### src/rtl/cos_pkg.sv
package cos_pkg;
  localparam int EW = 15;
  localparam int MW = 64;
  localparam int W = 1 + EW + MW;
  localparam int BIAS = (1 << (EW - 1)) - 1;
  localparam int RANGE_EXP = BIAS + MW - 1;

  localparam logic [W-1:0] ONE_VAL = {1'b0, EW'(BIAS), 1'b1, {(MW-1){1'b0}}};
  localparam logic [W-1:0] INDEF_VAL = {1'b1, {EW{1'b1}}, 2'b11, {(MW-2){1'b0}}};

  typedef enum logic [2:0] {
    K_EMPTY,
    K_INVALID,
    K_QNAN,
    K_ZERO,
    K_BIG,
    K_FINITE
  } kind_e;

  typedef enum logic [1:0] {
    ST_IDLE,
    ST_FORCE,
    ST_WAIT
  } state_e;
endpackage

### src/rtl/cos_classify.sv
module cos_classify
  import cos_pkg::*;
(
  input  logic [W-1:0] op_i,
  input  logic         empty_i,
  output kind_e        kind_o,
  output logic         denorm_o,
  output logic [W-1:0] forced_o
);
  logic [EW-1:0] ex;
  logic          ib, qb, all1, frac_nz, sig_nz;
  logic          unsup, inf, snan, qnan, zero, big;

  assign ex      = op_i[W-2:MW];
  assign ib      = op_i[MW-1];
  assign qb      = op_i[MW-2];
  assign all1    = &ex;
  assign frac_nz = |op_i[MW-2:0];
  assign sig_nz  = ib | frac_nz;

  assign unsup = (ex != '0) && !ib;
  assign inf   = all1 && ib && !frac_nz;
  assign snan  = all1 && ib && !qb && frac_nz;
  assign qnan  = all1 && ib && qb;
  assign zero  = (ex == '0) && !sig_nz;
  assign big   = ex >= EW'(RANGE_EXP);

  always_comb begin
    denorm_o = 1'b0;
    forced_o = op_i;
    if (empty_i) begin
      kind_o   = K_EMPTY;
      forced_o = INDEF_VAL;
    end else if (unsup || inf || snan) begin
      kind_o   = K_INVALID;
      forced_o = snan ? (op_i | (W'(1) << (MW - 2))) : INDEF_VAL;
    end else if (qnan) begin
      kind_o = K_QNAN;
    end else if (zero) begin
      kind_o   = K_ZERO;
      forced_o = ONE_VAL;
    end else if (big) begin
      kind_o = K_BIG;
    end else begin
      kind_o   = K_FINITE;
      denorm_o = (ex == '0);
    end
  end
endmodule

### src/rtl/cos_ctrl.sv
module cos_ctrl
  import cos_pkg::*;
(
  input  logic         clk_i,
  input  logic         rst_ni,
  input  logic         start_i,
  input  kind_e        kind_i,
  input  logic         denorm_i,
  input  logic [W-1:0] forced_i,
  output logic         dp_start_o,
  input  logic         dp_done_i,
  input  logic [W-1:0] dp_res_i,
  input  logic         dp_inexact_i,
  input  logic         dp_roundup_i,
  output logic         busy_o,
  output logic         done_o,
  output logic         wr_en_o,
  output logic [W-1:0] res_o,
  output logic [3:0]   c_o,
  output logic         fl_is_o,
  output logic         fl_ia_o,
  output logic         fl_d_o,
  output logic         fl_p_o
);
  state_e       st;
  logic         accept, in_dp;
  logic [W-1:0] r_res;
  logic         r_wr, r_c2, r_is, r_ia, r_d;

  assign accept     = start_i && (st == ST_IDLE);
  assign dp_start_o = accept && (kind_i == K_FINITE);

  always_ff @(posedge clk_i or negedge rst_ni) begin
    if (!rst_ni) begin
      st    <= ST_IDLE;
      r_res <= '0;
      r_wr  <= 1'b0;
      r_c2  <= 1'b0;
      r_is  <= 1'b0;
      r_ia  <= 1'b0;
      r_d   <= 1'b0;
    end else begin
      unique case (st)
        ST_IDLE: if (accept) begin
          r_res <= forced_i;
          r_wr  <= kind_i != K_BIG;
          r_c2  <= kind_i == K_BIG;
          r_is  <= kind_i == K_EMPTY;
          r_ia  <= kind_i == K_INVALID;
          r_d   <= denorm_i && (kind_i == K_FINITE);
          st    <= (kind_i == K_FINITE) ? ST_WAIT : ST_FORCE;
        end
        ST_FORCE: st <= ST_IDLE;
        ST_WAIT:  if (dp_done_i) st <= ST_IDLE;
        default:  st <= ST_IDLE;
      endcase
    end
  end

  assign in_dp   = st == ST_WAIT;
  assign busy_o  = st != ST_IDLE;
  assign done_o  = (st == ST_FORCE) || (in_dp && dp_done_i);
  assign wr_en_o = done_o && (in_dp || r_wr);
  assign res_o   = !done_o ? '0 : (in_dp ? dp_res_i : r_res);
  assign c_o     = {1'b0, done_o && r_c2, done_o && in_dp && dp_roundup_i, 1'b0};
  assign fl_is_o = done_o && r_is;
  assign fl_ia_o = done_o && r_ia;
  assign fl_d_o  = done_o && r_d;
  assign fl_p_o  = done_o && in_dp && dp_inexact_i;

  a_r2_c2_blocks_write: assert property (@(posedge clk_i) disable iff (!rst_ni)
    (done_o && c_o[2]) |-> !wr_en_o);
  a_r5_forced_next_cycle: assert property (@(posedge clk_i) disable iff (!rst_ni)
    (start_i && !busy_o && !dp_start_o) |=> done_o);
  a_r3_done_tracks_dp: assert property (@(posedge clk_i) disable iff (!rst_ni)
    dp_start_o |=> (done_o == dp_done_i));
  a_r10_is_clears_c1: assert property (@(posedge clk_i) disable iff (!rst_ni)
    (done_o && fl_is_o) |-> (!c_o[1] && !fl_ia_o));
  a_r6_ia_gives_nan: assert property (@(posedge clk_i) disable iff (!rst_ni)
    (done_o && fl_ia_o) |-> ((&res_o[W-2:MW]) && res_o[MW-1] && res_o[MW-2]));
  a_r12_c0_c3_zero: assert property (@(posedge clk_i) disable iff (!rst_ni)
    done_o |-> (!c_o[0] && !c_o[3]));
endmodule

### src/rtl/cosine_frontend.sv
module cosine_frontend
  import cos_pkg::*;
(
  input  logic         clk_i,
  input  logic         rst_ni,
  input  logic         start_i,
  input  logic         empty_i,
  input  logic [79:0]  op_i,
  output logic         dp_start_o,
  output logic [79:0]  dp_arg_o,
  input  logic         dp_done_i,
  input  logic [79:0]  dp_res_i,
  input  logic         dp_inexact_i,
  input  logic         dp_roundup_i,
  output logic         busy_o,
  output logic         done_o,
  output logic         wr_en_o,
  output logic [79:0]  res_o,
  output logic [3:0]   c_o,
  output logic         fl_is_o,
  output logic         fl_ia_o,
  output logic         fl_d_o,
  output logic         fl_p_o
);
  kind_e        kind;
  logic         denorm;
  logic [W-1:0] forced;

  assign dp_arg_o = op_i;

  cos_classify u_cls (
    .op_i     (op_i),
    .empty_i  (empty_i),
    .kind_o   (kind),
    .denorm_o (denorm),
    .forced_o (forced)
  );

  cos_ctrl u_ctrl (
    .clk_i        (clk_i),
    .rst_ni       (rst_ni),
    .start_i      (start_i),
    .kind_i       (kind),
    .denorm_i     (denorm),
    .forced_i     (forced),
    .dp_start_o   (dp_start_o),
    .dp_done_i    (dp_done_i),
    .dp_res_i     (dp_res_i),
    .dp_inexact_i (dp_inexact_i),
    .dp_roundup_i (dp_roundup_i),
    .busy_o       (busy_o),
    .done_o       (done_o),
    .wr_en_o      (wr_en_o),
    .res_o        (res_o),
    .c_o          (c_o),
    .fl_is_o      (fl_is_o),
    .fl_ia_o      (fl_ia_o),
    .fl_d_o       (fl_d_o),
    .fl_p_o       (fl_p_o)
  );
endmodule

### config.mk
export PLATFORM = sky130hd
export DESIGN_NAME = cosine_frontend
export DESIGN_NICKNAME = d
export VERILOG_FILES = /design/src/rtl/cos_pkg.sv /design/src/rtl/cos_classify.sv /design/src/rtl/cos_ctrl.sv /design/src/rtl/cosine_frontend.sv
export SDC_FILE = /design/constraint.sdc
export NUM_CORES = 1
export LEC_CHECK = 0
export ABC_AREA = 1
export BUFFER_PORTS_ARGS = -buffer_cell sky130_fd_sc_hd__buf_2
export CORE_AREA = 5 5 130 132
export CTS_CLUSTER_DIAMETER = 120
export DETAILED_ROUTE_END_ITERATION = 10
export DIE_AREA = 0 0 135 137
export PLACE_DENSITY = 0.74
export REMOVE_ABC_BUFFERS = 1
export SLEW_MARGIN = 5
export SYNTH_ARGS = -nofsm -noshare
export SYNTH_HDL_FRONTEND = slang
export SYNTH_SLANG_ARGS = --single-unit
export TNS_END_PERCENT = 10
### constraint.sdc
create_clock -name clk_i -period 3.2 [get_ports clk_i]
set_clock_uncertainty 0.1 [all_clocks]
set_input_delay 0.16 -clock clk_i [delete_from_list [all_inputs] [get_ports clk_i]]
set_output_delay 0.16 -clock clk_i [all_outputs]
set_load 0.02 [all_outputs]
### Word level (Yosys, flattened, before mapping)

Cells that the tools add are included.

| operators by class | value |
|---|---|
| mux-type cells | 21 |
| bitwise logic cells | 1 |
| reduce and logical (&&, ||, !) cells | 36 |
| equality and inequality tests | 8 |
| magnitude comparators | 1 |

Operators by type and width:

| cell | number |
|---|---|
| $mux 80 | 7 |
| $reduce_or 63->1 | 1 |
| $logic_and 1x1->1 | 19 |
| $ge 15x15->1 const B | 1 |
| $logic_not 15->1 | 1 |
| $reduce_and 15->1 | 1 |
| $reduce_bool 15->1 | 1 |
| $mux 3 | 4 |
| $eq 3x3->1 const B | 2 |
| $mux 1 | 6 |
| $mux 2 | 3 |
| $logic_not 1->1 | 4 |
| $logic_or 1x1->1 | 4 |
| $pmux 2 s2 | 1 |
| $reduce_and 2->1 | 2 |
| $eq 3x1->1 const B | 1 |
| $logic_not 3->1 | 1 |
| $ne 3x3->1 const B | 1 |
| $eq 2x1->1 const B | 1 |
| $eq 2x2->1 const B | 1 |
| $logic_not 2->1 | 1 |
| $ne 2x1->1 const B | 1 |
| $ne 2x2->1 const B | 1 |
| $reduce_bool 2->1 | 1 |
| $or 1x1->1 | 1 |

| word-level totals | value |
|---|---|
| bits in registers | 87 |
| output and inout port bits | 172 |
| input bits | 167 |
| logic and storage cells | 74 |

### Depth between registers and ports, before layout

| logic depth | value |
|---|---|
| depth after elaboration | 12 |
| depth in mapped cells | 13 |
| mapped depth without buffers | 11 |

### By module

Synthesis repeated with hierarchy kept, for this count alone.

| unflattened totals | value |
|---|---|
| cell total of the unflattened synthesis | 1211 |
| area, all modules | 7004.2 um^2 |

By module, submodules not included:

| module | area an instance (um^2) | seq. area each (um^2) | times used | cells an instance |
|---|---|---|---|---|
| cos_ctrl | 5157.4 | 2177.1 | 1 | 830 |
| cos_classify | 1246.2 | 0.0 | 1 | 301 |
| cosine_frontend | 600.6 | 0.0 | 1 | 80 |

### Worst setup path before layout

Ideal clock, no wire load.

| timing | value |
|---|---|
| kind | reg-to-output |
| start point | register u_ctrl.st[0] |
| end point | output port res_o[70] |
| path buffers | 1 |
| cell stages (with the launch flop) | 7 |
| arrival time | 1.519 ns |
| path slack | 1.421 ns |
| required time | 2.940 ns |
| path through | dfrtp_1 nor2_1 nand2_1 o21ai_1 clkbuf_1 nand2_1 inv_1 |

| between the ends | value |
|---|---|
| word-level cells in the longest chain between the ends | 4 |
| elaborated cells between the ends (all ways) | 6 |
| those cells by class | 2 x eq/ne; 2 x mux; 2 x reduce/logical |

RTL lines:

| item | RTL line | RTL |
|---|---|---|
| start, declared | cos_ctrl.sv:25 | `state_e st;` |
| start signal, assigned | cos_ctrl.sv:51 | `st <= (kind_i == K_FINITE) ? ST_WAIT : ST_FORCE;` |
| $eq 2x2->1 | cos_ctrl.sv:60 | `assign in_dp = st == ST_WAIT;` |
| $logic_and 1x1->1 | cos_ctrl.sv:62 | `assign done_o = (st == ST_FORCE) \|\| (in_dp && dp_done_i);` |
| $logic_or 1x1->1 * | cos_ctrl.sv:62 |  |
| via done_o | cosine_frontend.sv:16 | `output logic done_o,` |
| $mux 80 * | cos_ctrl.sv:64 | `assign res_o = !done_o ? '0 : (in_dp ? dp_res_i : r_res);` |
| end, declared | cosine_frontend.sv:18 | `output logic [79:0] res_o,` |

Mark *: on every way through the listed nets, which the timed path passes. The rest lies on a longest branch.

### Worst setup path after layout

| timing | value |
|---|---|
| start point | input port op_i[15] |
| end point | register u_ctrl.r_res[25] |

| between the ends | value |
|---|---|
| word-level cells in the longest chain between the ends | 8 |
| elaborated cells between the ends (all ways) | 14 |
| those cells by class | 5 x mux; 1 x bitwise; 8 x reduce/logical |

RTL lines:

| item | RTL line | RTL |
|---|---|---|
| start, declared | cosine_frontend.sv:8 | `input logic [79:0] op_i,` |
| $reduce_or 63->1 * | cos_classify.sv:18 | `assign frac_nz = \|op_i[MW-2:0];` |
| $or 1x1->1 | cos_classify.sv:19 | `assign sig_nz = ib \| frac_nz;` |
| $logic_not 1->1 | cos_classify.sv:25 | `assign zero = (ex == '0) && !sig_nz;` |
| $logic_and 1x1->1 | cos_classify.sv:25 |  |
| $mux 80 | cos_classify.sv:39 | `end else if (zero) begin` |
| $mux 80 | cos_classify.sv:37 | `end else if (qnan) begin` |
| $mux 80 * | cos_classify.sv:34 | `end else if (unsup \|\| inf \|\| snan) begin` |
| $mux 80 * | cos_classify.sv:31 | `if (empty_i) begin` |
| end signal, assigned | cos_ctrl.sv:45 | `r_res <= forced_i;` |
| end, declared | cos_ctrl.sv:27 | `logic [W-1:0] r_res;` |

Every way passes the cells marked *; elsewhere a longest branch is shown, timed or not.
A chain may end at the register's enable or synchronous reset.

==> metrics.txt <==
outcome=finished, final reports clean; GRT busiest layer=met2; register area share after synthesis=0.343; minimum hold slack=14.2 ps; Pleak=5.51 nW; # rows=46; worst hold path class=input port to flop; register-to-register setup slack=1040 ps; initial antenna violation count=0; Tmin final=2610 ps; DRC=0; Crit Path Category=input port to flop; vias in the first global route=6882; synthesized instance count=1029; Routed WL per cell=13.7 um; clk sink count=87; FF-to-FF End=u_ctrl.r_res[77]; Via density=4.62; Worst-Skew Late Latency=340 ps; Max-Cap Viols=0; Async SR Flop Fraction=1.00; n_diodes=0; Clk pin slew, worst setup/hold paths=60 ps; fin crit share=0.815; worst slack, placed=813 ps; R2R depth=6; clk root buf=clkbuf_16; Worst Setup End Kind=flop; area delta synth->final=34.7%; initial core utilization=0.406; PD cells=408 nW/um2; drt pass-1 iters=5; most common cell in the netlist=nand2_1; first-pass GRT wire length=32900 um; DR vias=7103; Die W=135 um; unrepaired setup endpoints after global routing=false; Post-CTS Resized=0; final worst slack=591 ps; critical path arrival=2720 ps; postcts setup bufs=0; synthesized area=6340 um2; htree depth=3; f_max=383 MHz; CTS tree=done; core area=15600 um2; layout cells sized above 1=0.292; Post-DP HPWL=14900 um; Synth cell types=23; Synth top area share=0.343; Fin. Hold Viols=0; M2 GR Usage=0.394; Crit. Startpoint=op_i[15]; nets=1486; num ports=339; die area=18500 um2; Final Wtd Congestion=0.809; DRT antenna net count=0; CTS Hold Bufs=61; die height=137 um; Worst EP required=3310 ps; IO Port Bufs=336; slew of the pin with the lowest slew margin=1130 ps; VDD IR max=0.000217 V; Initial DRC Count=376; Post-synth top flop=dfrtp_1; met1 GRT Util=0.261; Yosys top cell by area=dfrtp_1; synthesis-stage register bit count=87; top post-synthesis cells by count=nand2_1 (498), nor2_1 (103), inv_1 (102); CTS Buffer Depth=2; Num CTS Buffers=9; WL final=21100 um; Final Max Tran Viols=0; average size of a mapped cell=6.16 um2; Critical Path Start Type=input port; Worst Setup EP=u_ctrl.r_res[25]; R2R Path Start=u_ctrl.st[1]; Rel. slew slack=0.244; Synth Warn #=0; number of synthesized flops with an enable pin=0; final core occ=0.547; GR Overflow Total=0; worst-path fanout max=76; largest net degree at the start of global routing=88; top cells by area, synth=dfrtp_1 (34%), nand2_1 (29%), buf_4 (9.7%), nor2_1 (6.1%), inv_1 (6.0%); Setup violations, final=0; Tot GR Track Use=0.220; M3 GR Usage=0.0379; Tot Pwr=3.48 mW
==> layer usage <==
layer	vias to the layer above	part of all wire
met5	-	0
met4	0	0.028
met3	46	0.073
met2	300	0.49
met1	3212	0.41
li1	3545	-
==> area by class of cell <==
| type | instances | area [um2] |
|---|---|---|
| fill | 1574 | 7060 |
| multi-input combinational | 707 | 2950 |
| timing repair buffer | 410 | 2400 |
| sequential | 87 | 2180 |
| inverter | 104 | 390 |
| tap | 216 | 270 |
| clock buffer | 12 | 256 |
| clock inverter | 3 | 90.1 |
==> worst max-delay path, stage by stage <==
cell,delay [ps]
dlygate4sd3_1,530
buf_2,150
nor2_1,160
nand2_1,110
nor2_1,90
nand2_1,80
nor2_2,230
nand3_2,150
nand2_1,140
nand2_4,520
nand3_1,280
nand2_1,80
==> report_power, final <==
| group | internal, mW | switching [mW] | leakage [nW] | total [mW] |
|---|---|---|---|---|
| Sequential | 1.20 | 0.0581 | 1.10 | 1.26 |
| Clock | 0.802 | 0.423 | 0.169 | 1.22 |
| Combinational | 0.364 | 0.635 | 4.24 | 0.998 |
| Total | 2.37 | 1.12 | 5.51 | 3.48 |
==> cell usage in the layout, fill, tap and decap left out <==
cell type / instances
nand2_1: 497
buf_2: 335
inv_1: 102
nor2_1: 101
dfrtp_1: 87
nand3_1: 68
dlygate4sd3_1: 61
buf_4: 13
a21oi_1: 11
a21oi_4: 10
clkbuf_16: 9
nor2_2: 4
nand4_1: 4
bufinv_16: 3
nor2_4: 2
inv_2: 2
o21ai_0: 2
conb_1: 2
clkbuf_8: 2
o21ai_4: 1
nand3_2: 1
nand2_2: 1
nand2_4: 1
o22ai_1: 1
or2_2: 1
clkbuf_1: 1
buf_12: 1
==> cell families after synthesis <==
family / count (synthesis) / share of synthesized area
AND/OR/NAND/NOR: 680 / 0.421
buffers and inverters: 236 / 0.197
AO/OA/AOI/OAI: 25 / 0.0377
flip-flops: 87 / 0.343
other: 1 / 0.000592
==> worst min-delay path by stage <==
stage | from | endpoint | slack, ps | cells past startpoint
after floorplan | rst_ni | u_ctrl.r_c2 | -240 | 0
after global placement | op_i[49] | u_ctrl.r_res[49] | 310 | 3
after detailed placement | op_i[52] | u_ctrl.r_res[52] | 320 | 3
after CTS | op_i[39] | u_ctrl.r_res[39] | 2 | 3
after global routing | op_i[39] | u_ctrl.r_res[39] | 20 | 3
final | op_i[11] | u_ctrl.r_res[11] | 10 | 3
==> flip-flops by register name (all words and copies together) (netlist names) <==
signal        cells
u_ctrl.r_res     80
u_ctrl.r_is       1
u_ctrl.st         2
u_ctrl.r_wr       1
u_ctrl.r_d        1
u_ctrl.r_ia       1
u_ctrl.r_c2       1
==> stage by stage <==
stage / instance area (um2) / instances / setup TNS [ps]
CTS: 8540 / 1539 / 0
global placement: 7580 / 1463 / 0
global route: 8540 / 1539 / 0
floorplan: 5480 / 898 / -335080
detailed placement: 7580 / 1463 / 0
finish: 8540 / 1539 / 0
Note: power is estimated with default switching activity, not from simulation.
